<file path="config.mk">
export PLATFORM = sky130hd
export DESIGN_NAME = frt_timer
export DESIGN_NICKNAME = d
export VERILOG_FILES = /design/src/rtl/frt_pkg.sv /design/src/rtl/frt_sync_edge.sv /design/src/rtl/frt_prescaler.sv /design/src/rtl/frt_core.sv /design/src/rtl/frt_regif.sv /design/src/rtl/frt_timer.sv
export SDC_FILE = /design/constraint.sdc
export NUM_CORES = 1
export LEC_CHECK = 0
export BUFFER_PORTS_ARGS = -buffer_cell sky130_fd_sc_hd__buf_2
export CAP_MARGIN = 10
export CORE_MARGIN = 2
export CORE_UTILIZATION = 47
export DETAILED_ROUTE_END_ITERATION = 10
export GPL_TIMING_DRIVEN = 0
export PLACE_DENSITY = 0.68
export RECOVER_POWER = 100
export SYNTH_ARGS = -nofsm -noshare
export SYNTH_HDL_FRONTEND = slang
export SYNTH_HIERARCHICAL = 1
export SYNTH_SLANG_ARGS = --single-unit
</file>
<file path="constraint.sdc">
create_clock -name clk -period 5.7 [get_ports clk]
set_input_delay 0.855 -clock clk [delete_from_list [all_inputs] [get_ports clk]]
set_output_delay 0.855 -clock clk [all_outputs]
set_load 0.01 [all_outputs]
</file>
<file path="src/rtl/frt_pkg.sv">
package frt_pkg;
  localparam int BUS_W  = 8;
  localparam int ADDR_W = 4;
  localparam int CNT_W  = 2 * BUS_W;
  localparam int NFLAG  = 4;

  localparam logic [ADDR_W-1:0] OFS_CTRL = 4'd0;
  localparam logic [ADDR_W-1:0] OFS_STAT = 4'd1;
  localparam logic [ADDR_W-1:0] OFS_WLO  = 4'd2;
  localparam logic [ADDR_W-1:0] OFS_WHI  = 4'd9;

  typedef struct packed {
    logic cap;
    logic cma;
    logic cmb;
    logic ovf;
  } flags_t;

  typedef struct packed {
    flags_t     ien;
    logic       cap_rise;
    logic       clr_on_a;
    logic [1:0] src;
  } ctrl_t;
endpackage

</file>
<file path="src/rtl/frt_sync_edge.sv">
module frt_sync_edge #(
  parameter int STAGES = 2
) (
  input  logic clk,
  input  logic rst_n,
  input  logic pin,
  input  logic want_rise,
  output logic hit
);
  logic [STAGES-1:0] shreg;
  logic              last;

  always_ff @(posedge clk or negedge rst_n) begin
    if (!rst_n) begin
      shreg <= '0;
      last  <= 1'b0;
    end else begin
      shreg <= {shreg[STAGES-2:0], pin};
      last  <= shreg[STAGES-1];
    end
  end

  assign hit = want_rise ? (shreg[STAGES-1] & ~last) : (~shreg[STAGES-1] & last);
endmodule

</file>
<file path="src/rtl/frt_prescaler.sv">
module frt_prescaler #(
  parameter int SH0 = 1,
  parameter int SH1 = 3,
  parameter int SH2 = 5
) (
  input  logic       clk,
  input  logic       rst_n,
  input  logic [1:0] src,
  input  logic       ext_edge,
  output logic       tick
);
  localparam int DIV_W = SH2;
  localparam int NTAP  = 3;

  logic [DIV_W-1:0] div;
  logic [3:0]       taps;

  always_ff @(posedge clk or negedge rst_n) begin
    if (!rst_n) div <= '0;
    else        div <= div + 1'b1;
  end

  for (genvar g = 0; g < NTAP; g++) begin : g_tap
    localparam int SH = (g == 0) ? SH0 : (g == 1) ? SH1 : SH2;
    localparam logic [DIV_W-1:0] MASK = DIV_W'((1 << SH) - 1);
    assign taps[g] = (div & MASK) == MASK;
  end

  assign taps[3] = ext_edge;
  assign tick    = taps[src];
endmodule

</file>
<file path="src/rtl/frt_core.sv">
module frt_core
  import frt_pkg::*;
(
  input  logic             clk,
  input  logic             rst_n,
  input  logic             tick,
  input  ctrl_t            ctrl,
  input  logic [CNT_W-1:0] cmpa,
  input  logic [CNT_W-1:0] cmpb,
  input  logic             cnt_wr,
  input  logic [CNT_W-1:0] cnt_wdata,
  input  logic             cap_edge,
  input  logic             stat_wr,
  input  logic [NFLAG-1:0] stat_keep,
  output logic [CNT_W-1:0] cnt,
  output logic [CNT_W-1:0] cap,
  output flags_t           flags
);
  logic   match_a, match_b, zero_load, wrap;
  flags_t set_now;

  assign match_a   = tick && (cnt == cmpa);
  assign match_b   = tick && (cnt == cmpb);
  assign zero_load = match_a && ctrl.clr_on_a;
  assign wrap      = tick && !zero_load && (&cnt);
  assign set_now   = '{cap: cap_edge, cma: match_a, cmb: match_b, ovf: wrap};

  always_ff @(posedge clk or negedge rst_n) begin
    if (!rst_n) begin
      cnt   <= '0;
      cap   <= '0;
      flags <= '0;
    end else begin
      if (cnt_wr)         cnt <= cnt_wdata;
      else if (zero_load) cnt <= '0;
      else if (tick)      cnt <= cnt + 1'b1;
      if (cap_edge)       cap <= cnt;
      flags <= (stat_wr ? (flags & stat_keep) : flags) | set_now;
    end
  end
endmodule

</file>
<file path="src/rtl/frt_regif.sv">
module frt_regif
  import frt_pkg::*;
(
  input  logic              clk,
  input  logic              rst_n,
  input  logic [ADDR_W-1:0] bus_addr,
  input  logic              bus_wr,
  input  logic              bus_rd,
  input  logic [BUS_W-1:0]  bus_wdata,
  output logic [BUS_W-1:0]  bus_rdata,
  input  logic [CNT_W-1:0]  cnt,
  input  logic [CNT_W-1:0]  cap,
  input  flags_t            flags,
  output ctrl_t             ctrl,
  output logic [CNT_W-1:0]  cmpa,
  output logic [CNT_W-1:0]  cmpb,
  output logic              cnt_wr,
  output logic [CNT_W-1:0]  cnt_wdata,
  output logic              stat_wr,
  output logic [NFLAG-1:0]  stat_keep
);
  localparam int NWORD = 4;
  localparam int NCMP  = 2;
  localparam logic [1:0] CAP_IDX = 2'd3;

  logic [BUS_W-1:0] hold;
  logic [CNT_W-1:0] words [NWORD];
  logic [CNT_W-1:0] cmp_q [NCMP];
  logic             in_word, hi, wr_ok;
  logic [2:0]       pair;
  logic [1:0]       widx;

  assign in_word = (bus_addr >= OFS_WLO) && (bus_addr <= OFS_WHI);
  assign pair    = bus_addr[3:1] - 3'd1;
  assign widx    = pair[1:0];
  assign hi      = !bus_addr[0];
  assign wr_ok   = bus_wr && in_word && (widx != CAP_IDX);

  assign words[0] = cnt;
  assign words[1] = cmp_q[0];
  assign words[2] = cmp_q[1];
  assign words[3] = cap;

  always_ff @(posedge clk or negedge rst_n) begin
    if (!rst_n) begin
      hold <= '0;
      ctrl <= '0;
    end else begin
      if (wr_ok && hi)                    hold <= bus_wdata;
      else if (bus_rd && in_word && hi)   hold <= words[widx][BUS_W-1:0];
      if (bus_wr && bus_addr == OFS_CTRL) ctrl <= bus_wdata;
    end
  end

  for (genvar g = 0; g < NCMP; g++) begin : g_cmp
    always_ff @(posedge clk or negedge rst_n) begin
      if (!rst_n) cmp_q[g] <= '1;
      else if (wr_ok && !hi && widx == 2'(g + 1)) cmp_q[g] <= {hold, bus_wdata};
    end
  end

  assign cmpa      = cmp_q[0];
  assign cmpb      = cmp_q[1];
  assign cnt_wr    = wr_ok && !hi && (widx == 2'd0);
  assign cnt_wdata = {hold, bus_wdata};
  assign stat_wr   = bus_wr && (bus_addr == OFS_STAT);
  assign stat_keep = bus_wdata[BUS_W-1 -: NFLAG];

  always_comb begin
    bus_rdata = '0;
    if (bus_rd) begin
      if (bus_addr == OFS_CTRL)      bus_rdata = ctrl;
      else if (bus_addr == OFS_STAT) bus_rdata = {flags, {(BUS_W-NFLAG){1'b0}}};
      else if (in_word)              bus_rdata = hi ? words[widx][CNT_W-1 -: BUS_W] : hold;
    end
  end
endmodule

</file>
<file path="src/rtl/frt_timer.sv">
module frt_timer
  import frt_pkg::*;
(
  input  logic              clk,
  input  logic              rst_n,
  input  logic [ADDR_W-1:0] bus_addr,
  input  logic              bus_wr,
  input  logic              bus_rd,
  input  logic [BUS_W-1:0]  bus_wdata,
  output logic [BUS_W-1:0]  bus_rdata,
  input  logic              ext_clk_in,
  input  logic              capture_in,
  output logic              irq
);
  ctrl_t            ctrl;
  flags_t           flags;
  logic [CNT_W-1:0] cnt, cap, cmpa, cmpb, cnt_wdata;
  logic [NFLAG-1:0] stat_keep;
  logic             cnt_wr, stat_wr, ext_edge, cap_edge, tick;

  frt_sync_edge #(.STAGES(2)) u_ext_sync (
    .clk(clk), .rst_n(rst_n), .pin(ext_clk_in), .want_rise(1'b1), .hit(ext_edge));

  frt_sync_edge #(.STAGES(2)) u_cap_sync (
    .clk(clk), .rst_n(rst_n), .pin(capture_in), .want_rise(ctrl.cap_rise), .hit(cap_edge));

  frt_prescaler #(.SH0(1), .SH1(3), .SH2(5)) u_presc (
    .clk(clk), .rst_n(rst_n), .src(ctrl.src), .ext_edge(ext_edge), .tick(tick));

  frt_regif u_regif (
    .clk(clk), .rst_n(rst_n), .bus_addr(bus_addr), .bus_wr(bus_wr), .bus_rd(bus_rd),
    .bus_wdata(bus_wdata), .bus_rdata(bus_rdata), .cnt(cnt), .cap(cap), .flags(flags),
    .ctrl(ctrl), .cmpa(cmpa), .cmpb(cmpb), .cnt_wr(cnt_wr), .cnt_wdata(cnt_wdata),
    .stat_wr(stat_wr), .stat_keep(stat_keep));

  frt_core u_core (
    .clk(clk), .rst_n(rst_n), .tick(tick), .ctrl(ctrl), .cmpa(cmpa), .cmpb(cmpb),
    .cnt_wr(cnt_wr), .cnt_wdata(cnt_wdata), .cap_edge(cap_edge), .stat_wr(stat_wr),
    .stat_keep(stat_keep), .cnt(cnt), .cap(cap), .flags(flags));

  assign irq = |(flags & ctrl.ien);
endmodule

</file>
==> results.yml <==
critical_path:
  critical_path_s_top_delay_family: "buffers and inverters"
  timing.critical_path.arrival_ns: 3.99
  max_stage_delay_ns: 0.67
  slowest_stage: "sky130_fd_sc_hd__clkbuf_1"
  maximum_fanout_along_the_worst_path: 10
  crit_end_category: "output pin"
  cpMostUsedCell: "sky130_fd_sc_hd__clkbuf_1"
  critical_path.n_buffers_inverters: 7
  path_cells: "clkbuf_1 > buf_6 > buf_2 > inv_1 > ha_1 > clkbuf_1 > clkbuf_1 > mux4_2 > mux2i_1 > o21ai_0 > clkbuf_1"
  timing.critical_path.required_ns: 4.85
  cp-start-kind: "primary input"
  timing_worst_setup_path_type: "primary input to output pin"
placed_design:
  post-place-ws_ns: 1.17
  estimated_wirelength_of_the_detail_placed_design_mm: 10.3
  buffer_ports.inserted: 25
  gpl.final_weighted_congestion: 0.991
final_layout:
  antenna_cells: 0
  areaGrowthSynthToFinish_pct: 9.59
  final_net_count: 530
  final_layout_size_suffix_gt1_frac: 0.322
timing:
  totalNegativeSetupSlack_ns: 0
  worst_clock_skew_ns: 0.00963
  drv_slew: 46
  worst_pin_slew_ns: 2.56
  timing.fmax_mhz: 206
  timing.final.ws_setup_ns: 0.857
  final_period_minus_worst_setup_slack_ns: 4.84
  max_slew_headroom_at_the_worst_pin: -0.707
  grt_setup_unrepaired: "false"
  setup_viol: 0
  hold_ws_ns: 0.351
  final.period_utilization: 0.850
  finalHoldViolCount: 0
cts:
  cts.sinks: 95
  clock_latency_ns: 0.35
  tritoncts: "built"
  cts_inserted_buffers: 9
  cts_hold_buffers: 0
  clock_transition_at_path_regs_ns: 0.07
  cts_resized: 0
  root_buffer: "sky130_fd_sc_hd__clkbuf_16"
  cts_post_setup_buffers_inserted: 0
  cts.path.max_buffers: 2
  h-tree-depth: 3
pwr:
  power.leakage_uw: 0.00252
  power.density_cell_area_nw_per_um2: 443
  maximum_vdd_drop_mv: 0.302
yosys:
  synth_commonest_cells: "63 x sky130_fd_sc_hd__dfrtp_1, 47 x sky130_fd_sc_hd__mux2_2, 32 x sky130_fd_sc_hd__dfstp_2"
  synth.yosys.warnings: 6
  synth_edf_count: 0
  post_synth.cell_area_avg_um2: 11.7
  netlist_top_cells_area: "sky130_fd_sc_hd__dfrtp_1 29%, sky130_fd_sc_hd__dfstp_2 15%, sky130_fd_sc_hd__mux2_2 9.7%, sky130_fd_sc_hd__mux4_2 7.0%, sky130_fd_sc_hd__xor2_1 3.7%"
  synth_cell_type_count: 57
  synth.top_cell.area_share: 0.289
  syn-cell-area_um2: 5460
  postSynth.topFlopCell: "sky130_fd_sc_hd__dfrtp_1"
  synth-seq-cells: 95
  ys_seq_area_frac: 0.442
  synthCells: 466
  synth_most_common_cell: "sky130_fd_sc_hd__dfrtp_1"
  postSynth.asyncResetShare: 1.00
  synthDominantAreaCellType: "sky130_fd_sc_hd__dfrtp_1"
drt:
  vias: 3965
  wirelength_met1_mm: 6.41
  detail_route.vias_per_cell: 6.08
  drt_iter0_markers: 515
  top_layer: "met4"
  route.met2.wl_mm: 6.68
  drc_violations: 0
  ant_nets: 0
  routed_wirelength_mm: 14.4
  detail_route.wl_per_cell_um: 22.1
  drt_pass1_iterations: 6
  detailroute.wirelength.met3_um: 906
outcome:
  outcome: "complete, but fails checks"
  failed_checks: "capacitance limit, slew limit"
job:
  drv.max_cap_violation_count: 1
grt:
  grt_use_total: 0.247
  grt_antenna_before_repair: 0
  grt_start_max_net_pins: 51
  grt_pass1_wl_mm: 23.3
  vias_in_the_first_global_route: 4077
  residual_overflow_from_global_routing: 0
hold_path:
  worst_hold_path_type: "register to register"
floorplanning:
  row_count: 39
  start_util: 0.481
  count_of_boundary_i_o_pins: 27
  die_h_um: 112
  floorplan.die_area_um2: 12500
  die_width_um: 112
  placeableCoreArea_um2: 11400
[power breakdown]
group	internal (µW)	switching [µW]	leakage (µW)	total, µW
Clock	398	266	0.000151	664
Combinational	412	439	0.00128	852
Sequential	940	198	0.00109	1140
Total	1750	903	0.00252	2650
[routing by layer]
| layer | vias to the layer above | track usage |
|---|---|---|
| li1 | 1770 | - |
| met3 | 31 | 0.0637 |
| met2 | 152 | 0.376 |
| met4 | 0 | 0.0914 |
| met1 | 2012 | 0.342 |
| met5 | - | 0 |
[flip-flops by register name, summed over array words and instances (netlist names), 4 cells and up]
| name | count |
|---|---|
| u_core/cap | 16 |
| u_core/cnt | 16 |
| u_regif/cmpa | 16 |
| u_regif/cmpb | 16 |
| u_regif/ctrl | 8 |
| u_regif/hold | 8 |
| u_presc/div | 5 |
| u_core/flags | 4 |
[kinds of logic (layout without fill, tap and decap cells)]
family | count (synthesis) | in the layout | synth area share
AND/OR/NAND/NOR | 111 | 111 | 0.112
multiplexers | 86 | 86 | 0.216
AO/OA/AOI/OAI | 72 | 72 | 0.0955
adder cells (fa/ha/maj) | 8 | 8 | 0.0183
XOR/XNOR | 30 | 30 | 0.0481
flip-flops | 95 | 95 | 0.442
other | 1 | 2 | 0.000686
buffers and inverters | 63 | 105 | 0.0662
[worst paths after layout]
kind	slack, ns	to	depth (start not counted)	startpoint
min reg2reg	0.35	u_ext_sync/shreg[1]	0	u_ext_sync/shreg[0]
min in group asynchronous	1.30	u_core/cap[7]	1	rst_n
min	0.35	u_ext_sync/shreg[1]	0	u_ext_sync/shreg[0]
max in group asynchronous	2.95	u_core/flags[3]	1	rst_n
max reg2reg	2.09	u_core/cnt[10]	10	u_presc/div[0]
max	0.86	bus_rdata[0]	11	bus_addr[1]
[placed cells by master (no fill, tap or decap), types with 5 or more instances in the layout]
| master | instances |
|---|---|
| sky130_fd_sc_hd__o21ai_0 | 14 |
| sky130_fd_sc_hd__mux2_1 | 9 |
| sky130_fd_sc_hd__buf_2 | 30 |
| sky130_fd_sc_hd__o211ai_1 | 5 |
| sky130_fd_sc_hd__o31ai_1 | 9 |
| sky130_fd_sc_hd__mux2i_1 | 12 |
| sky130_fd_sc_hd__nor2_1 | 13 |
| sky130_fd_sc_hd__nand2_1 | 30 |
| sky130_fd_sc_hd__xnor2_1 | 7 |
| sky130_fd_sc_hd__a21oi_1 | 10 |
| sky130_fd_sc_hd__xor2_1 | 23 |
| sky130_fd_sc_hd__clkbuf_1 | 26 |
| sky130_fd_sc_hd__and3_1 | 9 |
| sky130_fd_sc_hd__dfstp_2 | 32 |
| sky130_fd_sc_hd__ha_1 | 8 |
| sky130_fd_sc_hd__o22ai_1 | 5 |
| sky130_fd_sc_hd__mux2_2 | 47 |
| sky130_fd_sc_hd__nor3_1 | 9 |
| sky130_fd_sc_hd__clkbuf_16 | 9 |
| sky130_fd_sc_hd__dfrtp_1 | 63 |
| sky130_fd_sc_hd__inv_1 | 17 |
| sky130_fd_sc_hd__a21o_1 | 5 |
| sky130_fd_sc_hd__nor4_1 | 9 |
| sky130_fd_sc_hd__mux4_2 | 17 |
| sky130_fd_sc_hd__nand4_1 | 7 |
| sky130_fd_sc_hd__nand3_1 | 13 |
| sky130_fd_sc_hd__buf_4 | 12 |
[cell type report]
type                            instances  area [µm²]
Tap cell                              143         179
Fill cell                            1027        5380
Buffer                                 46         259
Multi-Input combinational cell        309        2600
Inverter                               17        63.8
Sequential cell                        95        2420
Timing Repair Buffer                   26         140
Clock inverter                          6        91.3
Clock buffer                           10         239
[through the flow]
stage          area, µm²  utilization  total power, µW  std cells
2_1_floorplan       5470            -             1730        467
3_3_place_gp        5770        0.508             1980        635
3_5_place_dp        5800        0.510             2010        636
4_1_cts             6130        0.539             2690        652
5_1_grt             5990        0.527             2800        652
6_report            5990        0.527             2650        652
(Power assumes the default switching activity.)
